===== src/rtl/alu8_pkg.sv =====
`timescale 1ns/1ps
package alu8_pkg;
  localparam int NFLAGS = 6;
  localparam int FL_C = 0;
  localparam int FL_Z = 1;
  localparam int FL_N = 2;
  localparam int FL_V = 3;
  localparam int FL_S = 4;
  localparam int FL_H = 5;

  typedef enum logic [4:0] {
    OP_ADD = 5'd0,  OP_ADC = 5'd1,  OP_SUB = 5'd2,  OP_SBC = 5'd3,
    OP_CP  = 5'd4,  OP_CPC = 5'd5,  OP_AND = 5'd6,  OP_OR  = 5'd7,
    OP_XOR = 5'd8,  OP_COM = 5'd9,  OP_NEG = 5'd10, OP_INC = 5'd11,
    OP_DEC = 5'd12, OP_LSL = 5'd13, OP_LSR = 5'd14, OP_ROL = 5'd15,
    OP_ROR = 5'd16, OP_ASR = 5'd17, OP_SWAP = 5'd18
  } alu_op_e;

  typedef enum logic [1:0] {LG_AND, LG_OR, LG_XOR, LG_NOT} logic_sel_e;

  typedef enum logic [2:0] {
    SH_LSL, SH_ROL, SH_LSR, SH_ROR, SH_ASR, SH_SWAP
  } shift_sel_e;

  typedef enum logic [1:0] {UNIT_NONE, UNIT_ARITH, UNIT_LOGIC, UNIT_SHIFT} unit_e;
endpackage


===== src/rtl/alu8_addsub.sv =====
`timescale 1ns/1ps
module alu8_addsub #(
  parameter int W = 8
) (
  input  logic [W-1:0] x_i,
  input  logic [W-1:0] y_i,
  input  logic         cin_i,
  input  logic         sub_i,
  output logic [W-1:0] sum_o,
  output logic         c_o,
  output logic         h_o,
  output logic         v_o
);
  localparam int HW = W / 2;

  logic [W-1:0] y_eff;
  logic         ci;
  logic [W:0]   full;
  logic [HW:0]  half;

  // subtract as x + ~y + ~borrow; carry-outs inverted to become borrows
  assign y_eff = sub_i ? ~y_i : y_i;
  assign ci    = sub_i ^ cin_i;
  assign full  = {1'b0, x_i} + {1'b0, y_eff} + {{W{1'b0}}, ci};
  assign half  = {1'b0, x_i[HW-1:0]} + {1'b0, y_eff[HW-1:0]} + {{HW{1'b0}}, ci};

  assign sum_o = full[W-1:0];
  assign c_o   = full[W] ^ sub_i;
  assign h_o   = half[HW] ^ sub_i;
  assign v_o   = (x_i[W-1] == y_eff[W-1]) && (full[W-1] != x_i[W-1]);
endmodule


===== src/rtl/alu8_logic.sv =====
`timescale 1ns/1ps
module alu8_logic
  import alu8_pkg::*;
#(
  parameter int W = 8
) (
  input  logic [W-1:0] a_i,
  input  logic [W-1:0] b_i,
  input  logic_sel_e   sel_i,
  output logic [W-1:0] res_o
);
  always_comb begin
    unique case (sel_i)
      LG_AND:  res_o = a_i & b_i;
      LG_OR:   res_o = a_i | b_i;
      LG_XOR:  res_o = a_i ^ b_i;
      default: res_o = ~a_i;
    endcase
  end
endmodule


===== src/rtl/alu8_shift.sv =====
`timescale 1ns/1ps
module alu8_shift
  import alu8_pkg::*;
#(
  parameter int W = 8
) (
  input  logic [W-1:0] a_i,
  input  logic         cin_i,
  input  shift_sel_e   sel_i,
  output logic [W-1:0] res_o,
  output logic         c_o
);
  localparam int HW = W / 2;

  logic [W-1:0] swapped;

  for (genvar i = 0; i < W; i++) begin : g_swap
    assign swapped[i] = a_i[(i + HW) % W];
  end

  always_comb begin
    res_o = a_i;
    c_o   = 1'b0;
    case (sel_i)
      SH_LSL:  begin res_o = {a_i[W-2:0], 1'b0};     c_o = a_i[W-1]; end
      SH_ROL:  begin res_o = {a_i[W-2:0], cin_i};    c_o = a_i[W-1]; end
      SH_LSR:  begin res_o = {1'b0, a_i[W-1:1]};     c_o = a_i[0];   end
      SH_ROR:  begin res_o = {cin_i, a_i[W-1:1]};    c_o = a_i[0];   end
      SH_ASR:  begin res_o = {a_i[W-1], a_i[W-1:1]}; c_o = a_i[0];   end
      SH_SWAP: res_o = swapped;
      default: ;
    endcase
  end
endmodule


===== src/rtl/alu8_core.sv =====
`timescale 1ns/1ps
module alu8_core
  import alu8_pkg::*;
#(
  parameter int W = 8
) (
  input  logic [W-1:0]      a_i,
  input  logic [W-1:0]      b_i,
  input  logic              c_i,
  input  logic [4:0]        op_i,
  output logic [W-1:0]      res_o,
  output logic              res_we_o,
  output logic [NFLAGS-1:0] flags_o,
  output logic [NFLAGS-1:0] flags_we_o
);
  localparam int HW = W / 2;
  localparam logic [NFLAGS-1:0] WE_ALL  = '1;
  localparam logic [NFLAGS-1:0] WE_ZNVS = NFLAGS'((1 << FL_Z) | (1 << FL_N) | (1 << FL_V) | (1 << FL_S));
  localparam logic [NFLAGS-1:0] WE_ZNVSC = WE_ZNVS | NFLAGS'(1 << FL_C);

  alu_op_e    op;
  unit_e      unit;
  logic [W-1:0] x, y;
  logic       cin, sub;
  logic_sel_e lsel;
  shift_sel_e ssel;
  logic       chain_z;
  logic       write_res;
  logic       force_c;
  logic       h_from_a;
  logic [NFLAGS-1:0] we_base;

  logic [W-1:0] as_sum, lg_res, sh_res;
  logic         as_c, as_h, as_v, sh_c;

  assign op = alu_op_e'(op_i);

  // decode
  always_comb begin
    unit      = UNIT_NONE;
    x         = a_i;
    y         = b_i;
    cin       = 1'b0;
    sub       = 1'b0;
    lsel      = LG_AND;
    ssel      = SH_LSL;
    chain_z   = 1'b0;
    write_res = 1'b1;
    force_c   = 1'b0;
    h_from_a  = 1'b0;
    we_base   = '0;
    case (op)
      OP_ADD:  begin unit = UNIT_ARITH; we_base = WE_ALL; end
      OP_ADC:  begin unit = UNIT_ARITH; cin = c_i; we_base = WE_ALL; end
      OP_SUB:  begin unit = UNIT_ARITH; sub = 1'b1; we_base = WE_ALL; end
      OP_SBC:  begin unit = UNIT_ARITH; sub = 1'b1; cin = c_i; chain_z = 1'b1; we_base = WE_ALL; end
      OP_CP:   begin unit = UNIT_ARITH; sub = 1'b1; write_res = 1'b0; we_base = WE_ALL; end
      OP_CPC:  begin unit = UNIT_ARITH; sub = 1'b1; cin = c_i; chain_z = 1'b1;
                     write_res = 1'b0; we_base = WE_ALL; end
      OP_NEG:  begin unit = UNIT_ARITH; sub = 1'b1; x = '0; y = a_i; we_base = WE_ALL; end
      OP_INC:  begin unit = UNIT_ARITH; y = W'(1); we_base = WE_ZNVS; end
      OP_DEC:  begin unit = UNIT_ARITH; sub = 1'b1; y = W'(1); we_base = WE_ZNVS; end
      OP_AND:  begin unit = UNIT_LOGIC; lsel = LG_AND; we_base = WE_ZNVS; end
      OP_OR:   begin unit = UNIT_LOGIC; lsel = LG_OR;  we_base = WE_ZNVS; end
      OP_XOR:  begin unit = UNIT_LOGIC; lsel = LG_XOR; we_base = WE_ZNVS; end
      OP_COM:  begin unit = UNIT_LOGIC; lsel = LG_NOT; force_c = 1'b1; we_base = WE_ZNVSC; end
      OP_LSL:  begin unit = UNIT_SHIFT; ssel = SH_LSL; h_from_a = 1'b1; we_base = WE_ALL; end
      OP_ROL:  begin unit = UNIT_SHIFT; ssel = SH_ROL; h_from_a = 1'b1; we_base = WE_ALL; end
      OP_LSR:  begin unit = UNIT_SHIFT; ssel = SH_LSR; we_base = WE_ZNVSC; end
      OP_ROR:  begin unit = UNIT_SHIFT; ssel = SH_ROR; we_base = WE_ZNVSC; end
      OP_ASR:  begin unit = UNIT_SHIFT; ssel = SH_ASR; we_base = WE_ZNVSC; end
      OP_SWAP: begin unit = UNIT_SHIFT; ssel = SH_SWAP; end
      default: write_res = 1'b0;
    endcase
  end

  alu8_addsub #(.W(W)) u_addsub (
    .x_i   (x),
    .y_i   (y),
    .cin_i (cin),
    .sub_i (sub),
    .sum_o (as_sum),
    .c_o   (as_c),
    .h_o   (as_h),
    .v_o   (as_v)
  );

  alu8_logic #(.W(W)) u_logic (
    .a_i   (a_i),
    .b_i   (b_i),
    .sel_i (lsel),
    .res_o (lg_res)
  );

  alu8_shift #(.W(W)) u_shift (
    .a_i   (a_i),
    .cin_i (c_i),
    .sel_i (ssel),
    .res_o (sh_res),
    .c_o   (sh_c)
  );

  // result select and flag assembly
  logic [W-1:0]      res;
  logic [NFLAGS-1:0] fl, we;
  logic              f_c, f_h, f_v, f_n, f_z;

  always_comb begin
    res = '0;
    f_c = 1'b0;
    f_h = 1'b0;
    f_v = 1'b0;
    case (unit)
      UNIT_ARITH: begin res = as_sum; f_c = as_c; f_h = as_h; f_v = as_v; end
      UNIT_LOGIC: begin res = lg_res; f_c = force_c; end
      UNIT_SHIFT: begin res = sh_res; f_c = sh_c; f_h = h_from_a & a_i[HW-1];
                        f_v = sh_res[W-1] ^ sh_c; end
      default: ;
    endcase
    f_n = res[W-1];
    f_z = (res == '0) && !chain_z;
    we  = we_base;
    if (chain_z && (res == '0)) we[FL_Z] = 1'b0;
    fl        = '0;
    fl[FL_C]  = f_c;
    fl[FL_Z]  = f_z;
    fl[FL_N]  = f_n;
    fl[FL_V]  = f_v;
    fl[FL_S]  = f_n ^ f_v;
    fl[FL_H]  = f_h;
  end

  assign res_o      = res;
  assign res_we_o   = write_res;
  assign flags_we_o = we;
  assign flags_o    = fl & we;

  // checks
  always_comb begin
    if (op_i == 5'd4 || op_i == 5'd5)
      AST_CMP_NO_WRITE: assert (!res_we_o);
    if (op_i == 5'd3 || op_i == 5'd5)
      if (flags_we_o[FL_Z])
        AST_CHAIN_Z_CLEAR_ONLY: assert (!flags_o[FL_Z] && res_o != '0);
    if (op_i == 5'd9)
      AST_COM_SETS_CARRY: assert (flags_we_o[FL_C] && flags_o[FL_C] && res_o == ~a_i);
    if (op_i >= 5'd6 && op_i <= 5'd8)
      AST_LOGIC_CLEARS_V: assert (flags_we_o[FL_V] && !flags_o[FL_V] && !flags_we_o[FL_H]);
    if (op_i == 5'd11 || op_i == 5'd12)
      AST_INCDEC_KEEP_CH: assert (!flags_we_o[FL_C] && !flags_we_o[FL_H]);
    if (op_i == 5'd18)
      AST_SWAP_NO_FLAGS: assert (flags_we_o == '0 && res_o == {a_i[HW-1:0], a_i[W-1:HW]});
    if (op_i > 5'd18)
      AST_UNDEF_QUIET: assert (!res_we_o && flags_we_o == '0 && res_o == '0);
    if (flags_we_o[FL_N])
      AST_N_IS_MSB: assert (flags_o[FL_N] == res_o[W-1]);
  end
endmodule


===== config.mk =====
export PLATFORM = sky130hd
export DESIGN_NAME = alu8_core
export DESIGN_NICKNAME = d
export VERILOG_FILES = /design/src/rtl/alu8_pkg.sv /design/src/rtl/alu8_addsub.sv /design/src/rtl/alu8_logic.sv /design/src/rtl/alu8_shift.sv /design/src/rtl/alu8_core.sv
export SDC_FILE = /design/constraint.sdc
export NUM_CORES = 1
export LEC_CHECK = 0
export BUFFER_PORTS_ARGS = -buffer_cell sky130_fd_sc_hd__buf_2
export CAP_MARGIN = 20
export CORE_UTILIZATION = 30
export DETAILED_ROUTE_END_ITERATION = 6
export PLACE_DENSITY_LB_ADDON = 0.25
export SYNTH_ARGS = -nofsm -noshare
export SYNTH_HDL_FRONTEND = slang
export SYNTH_SLANG_ARGS = --single-unit

===== constraint.sdc =====
create_clock -name vclk -period 8.7
set_clock_uncertainty 0.2 [all_clocks]
set_input_delay 0 -clock vclk [all_inputs]
set_output_delay 0 -clock vclk [all_outputs]
set_load 0.01 [all_outputs]

## Yosys cells after proc, flatten, opt, wreduce, memory -nomap -nowiden

Cells that the tools add are included.

- Flip-flop bits (word level): 0
- Latch bits: 0
- RAM bits: 0
- Bits in read-only memories: 0
- Input bits: 22
- Output and inout bits: 21
- Word-level logic and storage cells: 89
- Memories kept: 0

- Add/sub/neg operators: 4
- Multipliers: 0
- Divide/modulo/power cells: 0
- Order comparisons: 0
- Equal/unequal tests: 30
- Shift-type cells: 0
- Muxes and demuxes: 21
- Bitwise gates (word level): 12
- Reduce and logical (&&, ||, !) cells: 22

Operators by type and width:

| kind | count |
|---|---|
| one-hot mux 8 bit (3 select lines) | 2 |
| one-hot mux 8 bit (6 select lines) | 1 |
| == test 5 x 4 -> 1 bit (second input constant) | 8 |
| == test 5 x 3 -> 1 bit (second input constant) | 4 |
| one-hot mux 6 bit (3 select lines) | 1 |
| OR reduction 9 bit | 2 |
| OR reduction 17 bit | 1 |
| two-way mux 8 bit | 2 |
| NOT 8 bit | 2 |
| one-hot mux 8 bit (2 select lines) | 1 |
| == test 5 bit (second input constant) | 3 |
| one-hot mux 3 bit (5 select lines) | 1 |
| one-hot mux 2 bit (3 select lines) | 2 |
| OR reduction 6 bit | 2 |
| == test 5 x 2 -> 1 bit (second input constant) | 2 |
| adder 8 x 8 -> 9 bit | 1 |
| adder 9 x 1 -> 9 bit | 1 |
| AND 8 bit | 1 |
| logical NOT 8 bit | 1 |
| OR 8 bit | 1 |
| OR reduction 2 bit | 4 |
| OR reduction 4 bit | 2 |
| bitwise XOR 8 bit | 1 |
| two-way mux 1 bit | 7 |
| other kinds (22) | 36 |

## Logic depth before layout (Yosys ltp)

- Depth in word-level cells: 12
- Gate-level depth with buffers: 18
- Mapped depth without buffers: 16

## Hierarchy

Synthesis repeated with hierarchy kept, for this count alone.

- Cells, all modules: 276
- Area total of the unflattened synthesis: 2,174.6 µm²

By module, submodules not included:

| module | times used | cells an instance | area each (µm²) | seq. area each (µm²) |
|---|---|---|---|---|
| alu8_core | 1 | 151 | 928.4 | 0.0 |
| alu8_logic | 1 | 50 | 493.0 | 0.0 |
| alu8_addsub | 1 | 50 | 424.2 | 0.0 |
| alu8_shift | 1 | 25 | 329.1 | 0.0 |

## Worst setup path before layout

Ideal clock, no wire load.

- Path type: input -> output
- From: in op_i[4]
- To: out flags_we_o[1]
- Arrival time: 3,338 ps
- Required time: 8,500 ps
- Slack: 5,162 ps
- Stages: 17
- Buffers on the path: 2
- Path through: buf_6 > nor2_1 > and3_1 > clkbuf_1 > mux2i_1 > nand2_1 > nand2_1 > a21oi_1 > fa_1 > fa_1 > nand2b_1 > a21oi_1 > a31oi_1 > xnor2_1 > o221ai_1 > and4bb_1 > a31oi_1

- Cells in the longest elaborated chain, start to end: 11
- Elaborated cells between the ends (all ways): 61
- Those cells by class: add/sub (2); eq/ne (28); mux (14); bitwise (2); reduce/logical (15)

RTL lines:

| what | line | source |
|---|---|---|
| from (decl) | alu8_core.sv:10 | `input logic [4:0] op_i,` |
| == test 5 x 4 -> 1 bit | alu8_core.sv:52 | `case (op)` |
| OR reduction 2 bit (no line) | - |  |
| one-hot mux 8 bit (2 select lines) | alu8_core.sv:52 |  |
| NOT 8 bit | alu8_addsub.sv:22 | `assign y_eff = sub_i ? ~y_i : y_i;` |
| two-way mux 8 bit | alu8_addsub.sv:22 |  |
| adder 8 x 8 -> 9 bit | alu8_addsub.sv:24 | `assign full = {1'b0, x_i} + {1'b0, y_eff} + {{W{1'b0}}, ci};` |
| adder 9 x 1 -> 9 bit | alu8_addsub.sv:24 |  |
| one-hot mux 8 bit (3 select lines) * | alu8_core.sv:113 | `case (unit)` |
| via res_o[6] | alu8_core.sv:11 | `output logic [W-1:0] res_o,` |
| logical NOT 8 bit * | alu8_core.sv:123 | `if (chain_z && (res == '0)) we[FL_Z] = 1'b0;` |
| logical AND 1 bit * | alu8_core.sv:123 |  |
| two-way mux 1 bit * | alu8_core.sv:123 |  |
| to (decl) | alu8_core.sv:14 | `output logic [NFLAGS-1:0] flags_we_o` |

Mark *: on every way through the listed nets, which the timed path passes. The rest lies on a longest branch.

## Worst setup path in the final report

- From: in op_i[1]
- To: out flags_o[1]

- Cells in the longest elaborated chain, start to end: 12
- Elaborated cells between the ends (all ways): 64
- Those cells by class: add/sub (2); eq/ne (28); mux (14); bitwise (3); reduce/logical (17)

RTL lines:

| what | line | source |
|---|---|---|
| == test 5 x 4 -> 1 bit | alu8_core.sv:52 |  |
| OR reduction 2 bit (no line) | - |  |
| one-hot mux 8 bit (2 select lines) | alu8_core.sv:52 |  |
| NOT 8 bit | alu8_addsub.sv:22 |  |
| two-way mux 8 bit | alu8_addsub.sv:22 |  |
| adder 8 x 8 -> 9 bit | alu8_addsub.sv:24 |  |
| adder 9 x 1 -> 9 bit | alu8_addsub.sv:24 |  |
| one-hot mux 8 bit (3 select lines) | alu8_core.sv:113 |  |
| logical NOT 8 bit | alu8_core.sv:121, alu8_core.sv:123 |  |
| logical AND 1 bit | alu8_core.sv:123 |  |
| two-way mux 1 bit | alu8_core.sv:123 |  |
| AND 6 bit * | alu8_core.sv:136 | `assign flags_o = fl & we;` |
| to (decl) | alu8_core.sv:13 | `output logic [NFLAGS-1:0] flags_o,` |

Every way passes the cells marked *; elsewhere a longest branch is shown, timed or not.

==> parameters.txt <==
Parameter                              Value

Placement
  Post-DP HPWL ... 4640 µm
  Post-place instance area ... 2080 µm²
  Global placement routability congestion ... 0.852
  Buffers added on ports ... 43

Power
  Overall power after layout ... 152 µW
  Share of power burned in combinational logic ... 100.0%
  Maximum vdd ir drop ... 29.3 µV
  Switching power ... 91.7 µW
  Fraction of power consumed by the clock network ... 0%
  Power density over the cells ... 73.1 nW/µm²
  Internal Pwr Total ... 60.6 µW
  Relative contribution of sequential cells to total power ... 0%
  Leakage Power ... 0.962 nW
  Net switching share of the total power ... 60.2%

Yosys
  Cell count after synthesis ... 280
  Count leader, synth ... sky130_fd_sc_hd__nor2_1
  Mean area per synthesized cell ... 6.73 µm²
  Combined area of all synthesized cells ... 1880 µm²
  Most numerous cell types in the synthesized netlist ... sky130_fd_sc_hd__nor2_1, sky130_fd_sc_hd__nand2_1, sky130_fd_sc_hd__inv_1
  Seq/Total Area, Yosys ... 0%
  Library cell occupying the most area in the post-synthesis netlist ... sky130_fd_sc_hd__ha_1
  Post-synth net total ... 327
  Area fraction of the dominant cell type after synthesis ... 15.3%
  Library cells used by synthesis ... 59
  Main area contributors after synthesis ... sky130_fd_sc_hd__ha_1, sky130_fd_sc_hd__nor2_1, sky130_fd_sc_hd__a21oi_1
  Number of warnings reported in the yosys synthesis log ... 0

Critical path
  Worst Path Class, Setup ... in -> out
  Largest fanout of any net on the critical path ... 23
  Endpoint class of the critical path ... primary output
  Arrival time at the worst endpoint ... 4.29 ns
  Crit path launch type ... input port
  Critical path required time ... 8.50 ns

Route
  Remaining routing DRC violations ... 0
  Via density per instance ... 5.80
  DRC marker count from the first detailed-route iteration ... 218
  Vias ... 2,192
  Sum of routed wire length over all layers ... 6220 µm
  Number of optimization iterations in the first detailed-route pass ... 6
  Final ANT Viol Nets ... 0
  Detailed-route wire length per cell ... 16.4 µm

GRT
  Number of antenna violations at the first check in global routing ... 0
  Maximum number of pins on one net before global-route repair ... 34
  Sum of overflow across all layers after global routing ... 0
  Overall routing resource usage ... 19.3%
  Via count of the first global-routing pass ... 1,946
  Global-route wire length before repair ... 9940 µm

Timing
  Worst-margin pin slew ... 1.05 ns
  Peak clock frequency supported by timing ... 0.223 GHz
  Max-slew violation total from the final report ... 0
  Final critical delay including setup and external delays ... 4.49 ns
  Max-slew headroom ... 29.7%
  Total Negative Setup Slacks ... 0 ns
  Final-layout worst hold slack ... 0.341 ns
  Setup Viol. Count Final ... 0
  Hold violation count in the final report ... 0
  Setup repair after global routing missed its margin ... no
  Final clock period utilization by the worst path ... 51.6%

Finish
  Count of clock-net buffers in the final layout ... 0
  Fill cell total of the finished layout ... 673
  Proportion of layout cells with a drive suffix above 1 ... 17.5%
  Net count of the finished layout ... 352
  Sequential cell area in the final layout ... 0 µm²
  Sequential cell count ... 0
  Final design instance area without fill ... 2080 µm²
  Area added between synthesis and finish ... 10.6%
  Ant diodes ... 0

Outcome
  Run status ... finished, final reports clean

Die
  Placeable core region ... 5990 µm²
  Total die area ... 6600 µm²
  Chip Height ... 81.3 µm
  Standard-cell rows ... 28
  Effective utilization at floorplan ... 31.5%
  Die extent in x ... 81.3 µm
  # IOs ... 43

Clock tree
  PostCTS Resize Cnt ... 0
  Cts-stage hold buffer count ... 0
  Post-CTS Setup Repair Bufs ... 0

Run
  Total of max-cap violations ... 0

Hold path
  Type of the tightest min-delay check ... in -> out
==> worst paths after layout <==
| kind | startpoint | to | slack, ns | cells after the start |
|---|---|---|---|---|
| min | a_i[1] | res_o[0] | 0.34 | 4 |
| max | op_i[1] | flags_o[1] | 4.21 | 17 |
==> critical path: stages <==
cell and delay (ns):
sky130_fd_sc_hd__buf_2 0.34, sky130_fd_sc_hd__nor2b_1 0.27, sky130_fd_sc_hd__and3_1 0.55, sky130_fd_sc_hd__mux2i_1 0.34, sky130_fd_sc_hd__nand2_1 0.08, sky130_fd_sc_hd__nand2_1 0.06
sky130_fd_sc_hd__a21oi_1 0.08, sky130_fd_sc_hd__fa_1 0.48, sky130_fd_sc_hd__fa_1 0.41, sky130_fd_sc_hd__nand2b_1 0.16, sky130_fd_sc_hd__a21oi_1 0.34, sky130_fd_sc_hd__a31oi_1 0.18
sky130_fd_sc_hd__xnor2_1 0.16, sky130_fd_sc_hd__o221ai_1 0.13, sky130_fd_sc_hd__and4bb_1 0.36, sky130_fd_sc_hd__o2111a_1 0.21, sky130_fd_sc_hd__buf_2 0.13
==> power by group through the flow <==
stage	sequential, mW	clock, mW	combinational [mW]
2_1_floorplan	0	0	0.108
3_3_place_gp	0	0	0.151
3_5_place_dp	0	0	0.151
4_1_cts	0	0	0.152
5_1_grt	0	0	0.169
6_report	0	0	0.152
==> layout make-up <==
class	count	area, µm²	share of cell area (%)
Inverter	25	93.8	4.50
Multi-Input combinational cell	235	1680	80.7
Tap cell	75	93.8	4.50
Timing Repair Buffer	43	215	10.3
==> logic make-up (layout without fill, tap and decap cells) <==
family	Yosys count	in the layout	share of synthesized area, %
simple gates	97	97	26.4
compound gates	93	93	36.0
fa+ha+maj	25	25	17.4
mux	3	3	1.59
buf+inv	45	68	10.8
xor+xnor	17	17	7.90
==> cells in the final DEF (no fill, tap or decap), types with 3 or more instances in the layout <==
cell / n
sky130_fd_sc_hd__nor2b_1: 3
sky130_fd_sc_hd__a311oi_1: 3
sky130_fd_sc_hd__nand2b_1: 5
sky130_fd_sc_hd__nor2_1: 29
sky130_fd_sc_hd__buf_2: 43
sky130_fd_sc_hd__nor3b_1: 3
sky130_fd_sc_hd__mux2i_1: 3
sky130_fd_sc_hd__nor3_1: 5
sky130_fd_sc_hd__o211ai_1: 3
sky130_fd_sc_hd__o221ai_1: 3
sky130_fd_sc_hd__xnor2_1: 5
sky130_fd_sc_hd__xor2_1: 12
sky130_fd_sc_hd__a311o_1: 4
sky130_fd_sc_hd__ha_1: 23
sky130_fd_sc_hd__a22oi_1: 9
sky130_fd_sc_hd__a21oi_1: 21
sky130_fd_sc_hd__nand2_1: 26
sky130_fd_sc_hd__nand3_1: 4
sky130_fd_sc_hd__or3_1: 7
sky130_fd_sc_hd__o21ai_0: 14
sky130_fd_sc_hd__inv_1: 25
sky130_fd_sc_hd__a222oi_1: 6
sky130_fd_sc_hd__a31oi_1: 5
==> routing by layer <==
metal | wire length [µm] | GRT usage, % | vias up
met5 | 0 | 0 | -
met4 | 40 | 4.82 | 0
met3 | 536 | 0.674 | 4
met2 | 2810 | 31.7 | 97
met1 | 2830 | 27.3 | 1017
li1 | - | - | 1074
==> metrics by stage <==
| stage | instances | util (%) | setup slack, ns |
|---|---|---|---|
| 5_1_grt | 378 | 34.8 | 3.86 |
| 2_1_floorplan | 280 | - | 5.16 |
| 3_5_place_dp | 378 | 34.8 | 4.28 |
| 3_3_place_gp | 378 | 34.8 | 4.46 |
| 4_1_cts | 378 | 34.8 | 4.24 |
| 6_report | 378 | 34.8 | 4.21 |
(Power assumes the default switching activity.)
